## src/rtl/cfgs_pkg.sv

```systemverilog
package cfgs_pkg;
  typedef enum logic [2:0] {
    LK_IDLE,
    LK_ADDR,
    LK_AACK,
    LK_RX,
    LK_RACK,
    LK_TX,
    LK_TACK
  } link_st_e;
endpackage

```

## src/rtl/cfgs_sync.sv

```systemverilog
module cfgs_sync #(
  parameter int STAGES = 2
) (
  input  logic clk,
  input  logic rst_n,
  input  logic din,
  output logic dout,
  output logic rise,
  output logic fall
);
  logic [STAGES-1:0] chain;
  logic              last;

  always_ff @(posedge clk or negedge rst_n) begin
    if (!rst_n) begin
      chain <= '1;
      last  <= 1'b1;
    end else begin
      chain <= {chain[STAGES-2:0], din};
      last  <= chain[STAGES-1];
    end
  end

  assign dout = chain[STAGES-1];
  assign rise = chain[STAGES-1] & ~last;
  assign fall = ~chain[STAGES-1] & last;
endmodule

```

## src/rtl/cfgs_link.sv

```systemverilog
module cfgs_link
  import cfgs_pkg::*;
#(
  parameter logic [6:0] DEV_ADDR = 7'h69,
  parameter int         IDXW     = 4,
  parameter int         IDX_MAX  = 8
) (
  input  logic            clk,
  input  logic            rst_n,
  input  logic            scl_s,
  input  logic            sda_s,
  input  logic            scl_rise,
  input  logic            scl_fall,
  input  logic            sda_rise,
  input  logic            sda_fall,
  input  logic [7:0]      rd_data,
  output logic [IDXW-1:0] rd_idx,
  output logic            wr_stb,
  output logic [IDXW-1:0] wr_idx,
  output logic [7:0]      wr_data,
  output logic            sda_pull,
  output logic            start_det,
  output logic            stop_det
);
  link_st_e        st;
  logic [3:0]      cnt;
  logic [7:0]      sh;
  logic            rw;
  logic            nack;
  logic [IDXW-1:0] byte_idx;
  logic [IDXW-1:0] nxt_idx;

  assign start_det = scl_s & sda_fall;
  assign stop_det  = scl_s & sda_rise;
  assign nxt_idx   = (byte_idx == IDXW'(IDX_MAX)) ? byte_idx : byte_idx + 1'b1;
  assign rd_idx    = (st == LK_AACK) ? '0 : nxt_idx;

  always_ff @(posedge clk or negedge rst_n) begin
    if (!rst_n) begin
      st       <= LK_IDLE;
      cnt      <= '0;
      sh       <= '0;
      rw       <= 1'b0;
      nack     <= 1'b0;
      byte_idx <= '0;
      sda_pull <= 1'b0;
      wr_stb   <= 1'b0;
      wr_idx   <= '0;
      wr_data  <= '0;
    end else begin
      wr_stb <= 1'b0;
      if (start_det) begin
        st       <= LK_ADDR;
        cnt      <= '0;
        byte_idx <= '0;
        sda_pull <= 1'b0;
      end else if (stop_det) begin
        st       <= LK_IDLE;
        sda_pull <= 1'b0;
      end else begin
        unique case (st)
          LK_IDLE: ;
          LK_ADDR, LK_RX: begin
            if (scl_rise) begin
              sh  <= {sh[6:0], sda_s};
              cnt <= cnt + 1'b1;
            end else if (scl_fall && cnt == 4'd8) begin
              if (st == LK_ADDR) begin
                if (sh[7:1] == DEV_ADDR) begin
                  rw       <= sh[0];
                  sda_pull <= 1'b1;
                  st       <= LK_AACK;
                end else begin
                  st <= LK_IDLE;
                end
              end else begin
                sda_pull <= 1'b1;
                wr_stb   <= 1'b1;
                wr_idx   <= byte_idx;
                wr_data  <= sh;
                st       <= LK_RACK;
              end
            end
          end
          LK_AACK: begin
            if (scl_fall) begin
              cnt <= '0;
              if (rw) begin
                sh       <= rd_data;
                sda_pull <= ~rd_data[7];
                st       <= LK_TX;
              end else begin
                sda_pull <= 1'b0;
                st       <= LK_RX;
              end
            end
          end
          LK_RACK: begin
            if (scl_fall) begin
              sda_pull <= 1'b0;
              cnt      <= '0;
              byte_idx <= nxt_idx;
              st       <= LK_RX;
            end
          end
          LK_TX: begin
            if (scl_fall) begin
              if (cnt == 4'd7) begin
                sda_pull <= 1'b0;
                cnt      <= '0;
                st       <= LK_TACK;
              end else begin
                sh       <= {sh[6:0], 1'b0};
                sda_pull <= ~sh[6];
                cnt      <= cnt + 1'b1;
              end
            end
          end
          LK_TACK: begin
            if (scl_rise) begin
              nack <= sda_s;
            end else if (scl_fall) begin
              if (nack) begin
                st <= LK_IDLE;
              end else begin
                byte_idx <= nxt_idx;
                sh       <= rd_data;
                sda_pull <= ~rd_data[7];
                cnt      <= '0;
                st       <= LK_TX;
              end
            end
          end
          default: st <= LK_IDLE;
        endcase
      end
    end
  end
endmodule

```

## src/rtl/cfgs_regs.sv

```systemverilog
module cfgs_regs #(
  parameter int NREG    = 6,
  parameter int STRAP_W = 4,
  parameter int IDXW    = 4
) (
  input  logic              clk,
  input  logic              rst_n,
  input  logic              wr_stb,
  input  logic [IDXW-1:0]   wr_idx,
  input  logic [7:0]        wr_data,
  input  logic [IDXW-1:0]   rd_idx,
  input  logic [STRAP_W-1:0] strap_i,
  output logic [7:0]        rd_data,
  output logic [8*NREG-1:0] cfg_o
);
  localparam int STRAP_REG = 1;
  localparam int LOW_W     = 8 - STRAP_W;

  logic [STRAP_W-1:0] strap_q;
  logic               strap_done;
  logic [7:0]         view [NREG];

  always_ff @(posedge clk or negedge rst_n) begin
    if (!rst_n) begin
      strap_q    <= '0;
      strap_done <= 1'b0;
    end else if (!strap_done) begin
      strap_q    <= strap_i;
      strap_done <= 1'b1;
    end
  end

  for (genvar k = 0; k < NREG; k++) begin : g_reg
    if (k == STRAP_REG) begin : g_strap
      logic [LOW_W-1:0] low;
      always_ff @(posedge clk or negedge rst_n) begin
        if (!rst_n)
          low <= '1;
        else if (wr_stb && wr_idx == IDXW'(k + 2))
          low <= wr_data[LOW_W-1:0];
      end
      assign view[k] = {strap_q, low};
    end else begin : g_full
      localparam logic [7:0] RST_VAL = (k == 0) ? 8'h00 : 8'hFF;
      logic [7:0] full;
      always_ff @(posedge clk or negedge rst_n) begin
        if (!rst_n)
          full <= RST_VAL;
        else if (wr_stb && wr_idx == IDXW'(k + 2))
          full <= wr_data;
      end
      assign view[k] = full;
    end
    assign cfg_o[8*k +: 8] = view[k];
  end

  always_comb begin
    rd_data = 8'hFF;
    if (rd_idx == '0) rd_data = 8'(NREG);
    for (int k = 0; k < NREG; k++) begin
      if (rd_idx == IDXW'(k + 1)) rd_data = view[k];
    end
  end
endmodule

```

## src/rtl/cfg_bus_slave.sv

```systemverilog
module cfg_bus_slave #(
  parameter int         NREG        = 6,
  parameter logic [6:0] DEV_ADDR    = 7'h69,
  parameter int         SYNC_STAGES = 2,
  parameter int         STRAP_W     = 4
) (
  input  logic               clk,
  input  logic               rst_n,
  input  logic               scl_i,
  input  logic               sda_i,
  input  logic [STRAP_W-1:0] strap_i,
  output logic               sda_pull_o,
  output logic [8*NREG-1:0]  cfg_o
);
  localparam int IDX_MAX = NREG + 2;
  localparam int IDXW    = $clog2(IDX_MAX + 1);

  logic            scl_s, scl_rise, scl_fall;
  logic            sda_s, sda_rise, sda_fall;
  logic [IDXW-1:0] rd_idx, wr_idx;
  logic [7:0]      rd_data, wr_data;
  logic            wr_stb, start_det, stop_det;

  cfgs_sync #(.STAGES(SYNC_STAGES)) u_scl_sync (
    .clk(clk), .rst_n(rst_n), .din(scl_i),
    .dout(scl_s), .rise(scl_rise), .fall(scl_fall)
  );

  cfgs_sync #(.STAGES(SYNC_STAGES)) u_sda_sync (
    .clk(clk), .rst_n(rst_n), .din(sda_i),
    .dout(sda_s), .rise(sda_rise), .fall(sda_fall)
  );

  cfgs_link #(.DEV_ADDR(DEV_ADDR), .IDXW(IDXW), .IDX_MAX(IDX_MAX)) u_link (
    .clk(clk), .rst_n(rst_n),
    .scl_s(scl_s), .sda_s(sda_s),
    .scl_rise(scl_rise), .scl_fall(scl_fall),
    .sda_rise(sda_rise), .sda_fall(sda_fall),
    .rd_data(rd_data), .rd_idx(rd_idx),
    .wr_stb(wr_stb), .wr_idx(wr_idx), .wr_data(wr_data),
    .sda_pull(sda_pull_o), .start_det(start_det), .stop_det(stop_det)
  );

  cfgs_regs #(.NREG(NREG), .STRAP_W(STRAP_W), .IDXW(IDXW)) u_regs (
    .clk(clk), .rst_n(rst_n),
    .wr_stb(wr_stb), .wr_idx(wr_idx), .wr_data(wr_data),
    .rd_idx(rd_idx), .strap_i(strap_i),
    .rd_data(rd_data), .cfg_o(cfg_o)
  );
endmodule

```

## config.mk

```make
export PLATFORM = sky130hd
export DESIGN_NAME = cfg_bus_slave
export DESIGN_NICKNAME = d
export VERILOG_FILES = /design/src/rtl/cfgs_pkg.sv /design/src/rtl/cfgs_sync.sv /design/src/rtl/cfgs_link.sv /design/src/rtl/cfgs_regs.sv /design/src/rtl/cfg_bus_slave.sv
export SDC_FILE = /design/constraint.sdc
export NUM_CORES = 1
export LEC_CHECK = 0
export BUFFER_PORTS_ARGS = -buffer_cell sky130_fd_sc_hd__buf_2
export CORE_MARGIN = 3
export CORE_UTILIZATION = 54
export CTS_BUF_LIST = sky130_fd_sc_hd__clkbuf_8
export DETAILED_ROUTE_END_ITERATION = 8
export PLACE_DENSITY = 0.87
export SYNTH_ARGS = -nofsm -noshare
export SYNTH_HDL_FRONTEND = slang
export SYNTH_SLANG_ARGS = --single-unit
```

## constraint.sdc

```tcl
create_clock -name clk -period 2.3 [get_ports clk]
set_input_delay 0.115 -clock clk [delete_from_list [all_inputs] [get_ports clk]]
set_output_delay 0.115 -clock clk [all_outputs]
set_load 0.05 [all_outputs]
```

==> qor.txt <==
Rows: 33
ANT cells: 0
Layout Cells excl Fill: 623
FF-to-FF Start: u_link.byte_idx[0]
Total Power: 3.33 mW
GPL Wtd Cong: 0.934
drt wl/cell: 18.9 um
RSZ-0062 raised after global routing: yes
measured slew at the worst slew-check pin: 0.667 ns
Final period util: 102%
XOR/XNOR Fraction of Synth Area: 1.08%
total CTS buffers: 9
Seq/Total Area, Yosys: 49.7%
post-synthesis mux area share: 15.7%
initial antenna violation count: 0
MaxCap Viol Count: 0
TritonCTS Sinks: 90
final setup margin: -0.0564 ns
post-synthesis compound-gate area fraction: 13.0%
met2 WL post-DR: 5.76 mm
Post-synth EDFFs: 0
Starting DRT DRC Count: 321
critical path class: flop to flop
LEAKAGE: 2.55 nW
synthesized area per cell: 10.8 um2
setup TNS: -0.0754 ns
Tmin final: 2.36 ns
total wire length: 11.8 mm
TritonCTS clock tree: built
CTS Buffer Depth: 2
hpwl dp: 8.52 mm
FILL cells: 627
Worst Path Arrival: 2.61 ns
Residual DRC: 0
skew final: 0.0130 ns
failing checks: negative setup slack
first-pass GRT wire length: 19.5 mm
largest family of logic cells by synthesized area: multiplexers
grt total ovfl: 0
Mapped Nets: 441
Die Width: 98.7 um
area delta synth->final: 18.1%
port bufs: 56
CP startpoint kind: flop
fraction of registers with async set or reset after synthesis: 100%
Vias: 3808
Setup crit end: u_link.sh[0]
clock insertion delay at the later pin of the skew report: 0.37 ns
power per cell area: 609 nW/um2
CTS H-tree depth: 3
CP endpoint kind: flop
drt first pass iters: 6
share of cells above drive strength 1: 43.1%
final hold vios: 0
largest net degree at the start of global routing: 41
register clock-pin slew on the reported worst setup and hold paths: 0.10 ns
RR Endpoint: u_link.sh[0]
Routed Antenna Nets: 0
Synth Area in Simple Gates: 15.3%
Multi-input gate area: 2160 um2
root buf cell: clkbuf_8
Reg area: 2300 um2
Mapped Area: 4640 um2
GRT Overall Usage: 25.1%
Final setup viols: 2
Ports: 57
Max-Slew Margin vs Limit: 54.9%
Top Layer Used: met4
Placed Cells: 600
fin. max-slew vios: 0
die area: 9730 um2
HP Class: input pin to async pin
final net count: 525
#FFs+latches synth: 90
R2R Setup Slk: -0.06 ns
Critical Path RT: 2.56 ns
Vias/cell: 6.11
outcome: finished with violations
R2R depth: 8
Distinct cells, synth: 68
CP Launch Point: u_link.byte_idx[0]
CP Max Fanout: 10
worst vdd ir: 0.385 mV
yosys warns: 0
top_reg_cell synth: dfrtp_1
met1 WL: 4.90 mm
Synth Instances: 429
core area: 8260 um2
fmax: 0.424 GHz
Synth Area in Adders: 1.08%
vias in the first global route: 3879
Starting Density: 56.2%
Die Y: 98.7 um
met3 WL: 740 um
-- registers in the layout (all words and copies together), names as in the netlist --
register,count
u_regs.strap_q,4
u_regs.g.g_full.full,40
u_regs.strap_done,1
u_link.byte_idx,4
u_link.wr_data,8
u_link.st,3
u_link.sh,8
u_sda_sync.chain,2
u_scl_sync.chain,2
u_link.nack,1
u_link.rw,1
u_link.wr_stb,1
u_link.cnt,4
u_sda_sync.last,1
u_scl_sync.last,1
u_regs.g.g_strap.low,4
u_link.wr_idx,4
u_link.sda_pull,1
-- through the flow --
| stage | hold WS (ns) | setup WS [ns] | util (%) | cell area [um2] |
|---|---|---|---|---|
| 2_1_floorplan | -0.181 | 0.0680 | - | 4640 |
| 3_3_place_gp | 0.126 | 0.0813 | 62.8 | 5190 |
| 3_5_place_dp | 0.126 | 0.0271 | 62.8 | 5190 |
| 4_1_cts | 0.267 | -0.00537 | 66.2 | 5460 |
| 5_1_grt | 0.309 | -0.100 | 66.3 | 5480 |
| 6_report | 0.265 | -0.0564 | 66.3 | 5480 |
-- power by group --
part / leakage, nW / switching (mW) / internal, mW / total, mW
sequential: 1.08 / 0.108 / 1.68 / 1.79
combinational: 1.37 / 0.256 / 0.180 / 0.436
clock: 0.106 / 0.649 / 0.462 / 1.11
-- how the worst min path moves through the flow --
stage                                    end  slack [ns]  depth (start not counted)  start
final                          u_link.cnt[1]        0.26                          2  rst_n
after global routing           u_link.cnt[1]        0.31                          2  rst_n
after CTS                        u_link.nack        0.27                          2  rst_n
after detailed placement       u_link.cnt[1]        0.13                          1  rst_n
after global placement         u_link.cnt[0]        0.13                          1  rst_n
after floorplan           u_link.byte_idx[0]       -0.18                          0  rst_n
-- logic make-up (layout without fill, tap and decap cells) --
family	Yosys count	after routing
compound gates	89	89
other cells	1	1
fa+ha+maj	4	4
mux	65	65
flops	90	90
simple gates	137	137
buf+inv	39	128
xor+xnor	4	4
-- synthesized netlist by cell type, drive strengths merged (2+ instances only) --
master    n  area (um2)
a211oi    4        30.0
a21o      3        22.5
a21oi    15        78.8
a22oi     2        15.0
a31o      3        26.3
a31oi     7        43.8
a41o      2        20.0
a41oi     3        26.3
and3      7        43.8
and3b     2        17.5
buf      17         104
clkbuf    7        26.3
dfrtp    48        1200
dfstp    42        1100
ha        4        50.1
inv      15        56.3
mux2     60         679
mux2i     5        50.1
nand2    54         205
nand3    11        55.1
nand3b    7        52.6
nand4     4        40.0
nor2     17        63.8
nor2b     5        31.3
nor3     14        75.1
nor3b     4        35.0
o211ai    5        37.5
o21ai    23         115
o22a      3        26.3
o22ai     2        12.5
o2bb2ai   3        26.3
o311ai    2        17.5
o31ai     2        15.0
or3       3        18.8
xnor2     2        32.5
xor2      2        17.5
-- metal layers --
metal | up-vias | track usage (%)
li1 | 1721 | -
met1 | 1891 | 32.9
met2 | 167 | 40.8
met3 | 29 | 3.82
met4 | 0 | 12.4
met5 | - | 0
-- layout make-up --
type	count	area share [%]
clock inverter	6	1.23
sequential	90	42.1
timing repair buffer	97	11.3
tap	105	2.40
clock buffer	10	2.51
inverter	15	1.03
multi-input combinational	300	39.4
-- cell usage in the layout (no fill, tap or decap), drive strengths merged, types with 4 or more instances in the layout --
cell         synthesis  final
a211oi               4      4
a21oi               15     15
a31oi                7      7
and3                 7      7
buf                 17     90
clkbuf               7     10
dfrtp               48     48
dfstp               42     42
dlygate4sd3          0      7
ha                   4      4
inv                 15     20
mux2                60     60
mux2i                5      5
nand2               54     54
nand3               11     11
nand3b               7      7
nand4                4      4
nor2                17     17
nor2b                5      5
nor3                14     14
nor3b                4      4
o211ai               5      5
o21ai               23     23
-- worst max-delay path, stage by stage, from the launching register on --
cell	delay, ns
dfrtp_1	0.39
inv_2	0.06
ha_1	0.20
and3b_1	0.20
xnor2_2	0.54
mux2_2	0.40
a221oi_1	0.24
a31o_2	0.15
o21ai_1	0.06
-- what timing repair did --
item | CTS | global route
gates resized for setup | 0 | 5
hold buffers | 7 | 0
setup endpoints to repair | 1 | 10
hold endpoints to repair | 26 | 0
setup buffers | 0 | 0
gates cloned | 0 | 0
(Power assumes the default switching activity.)
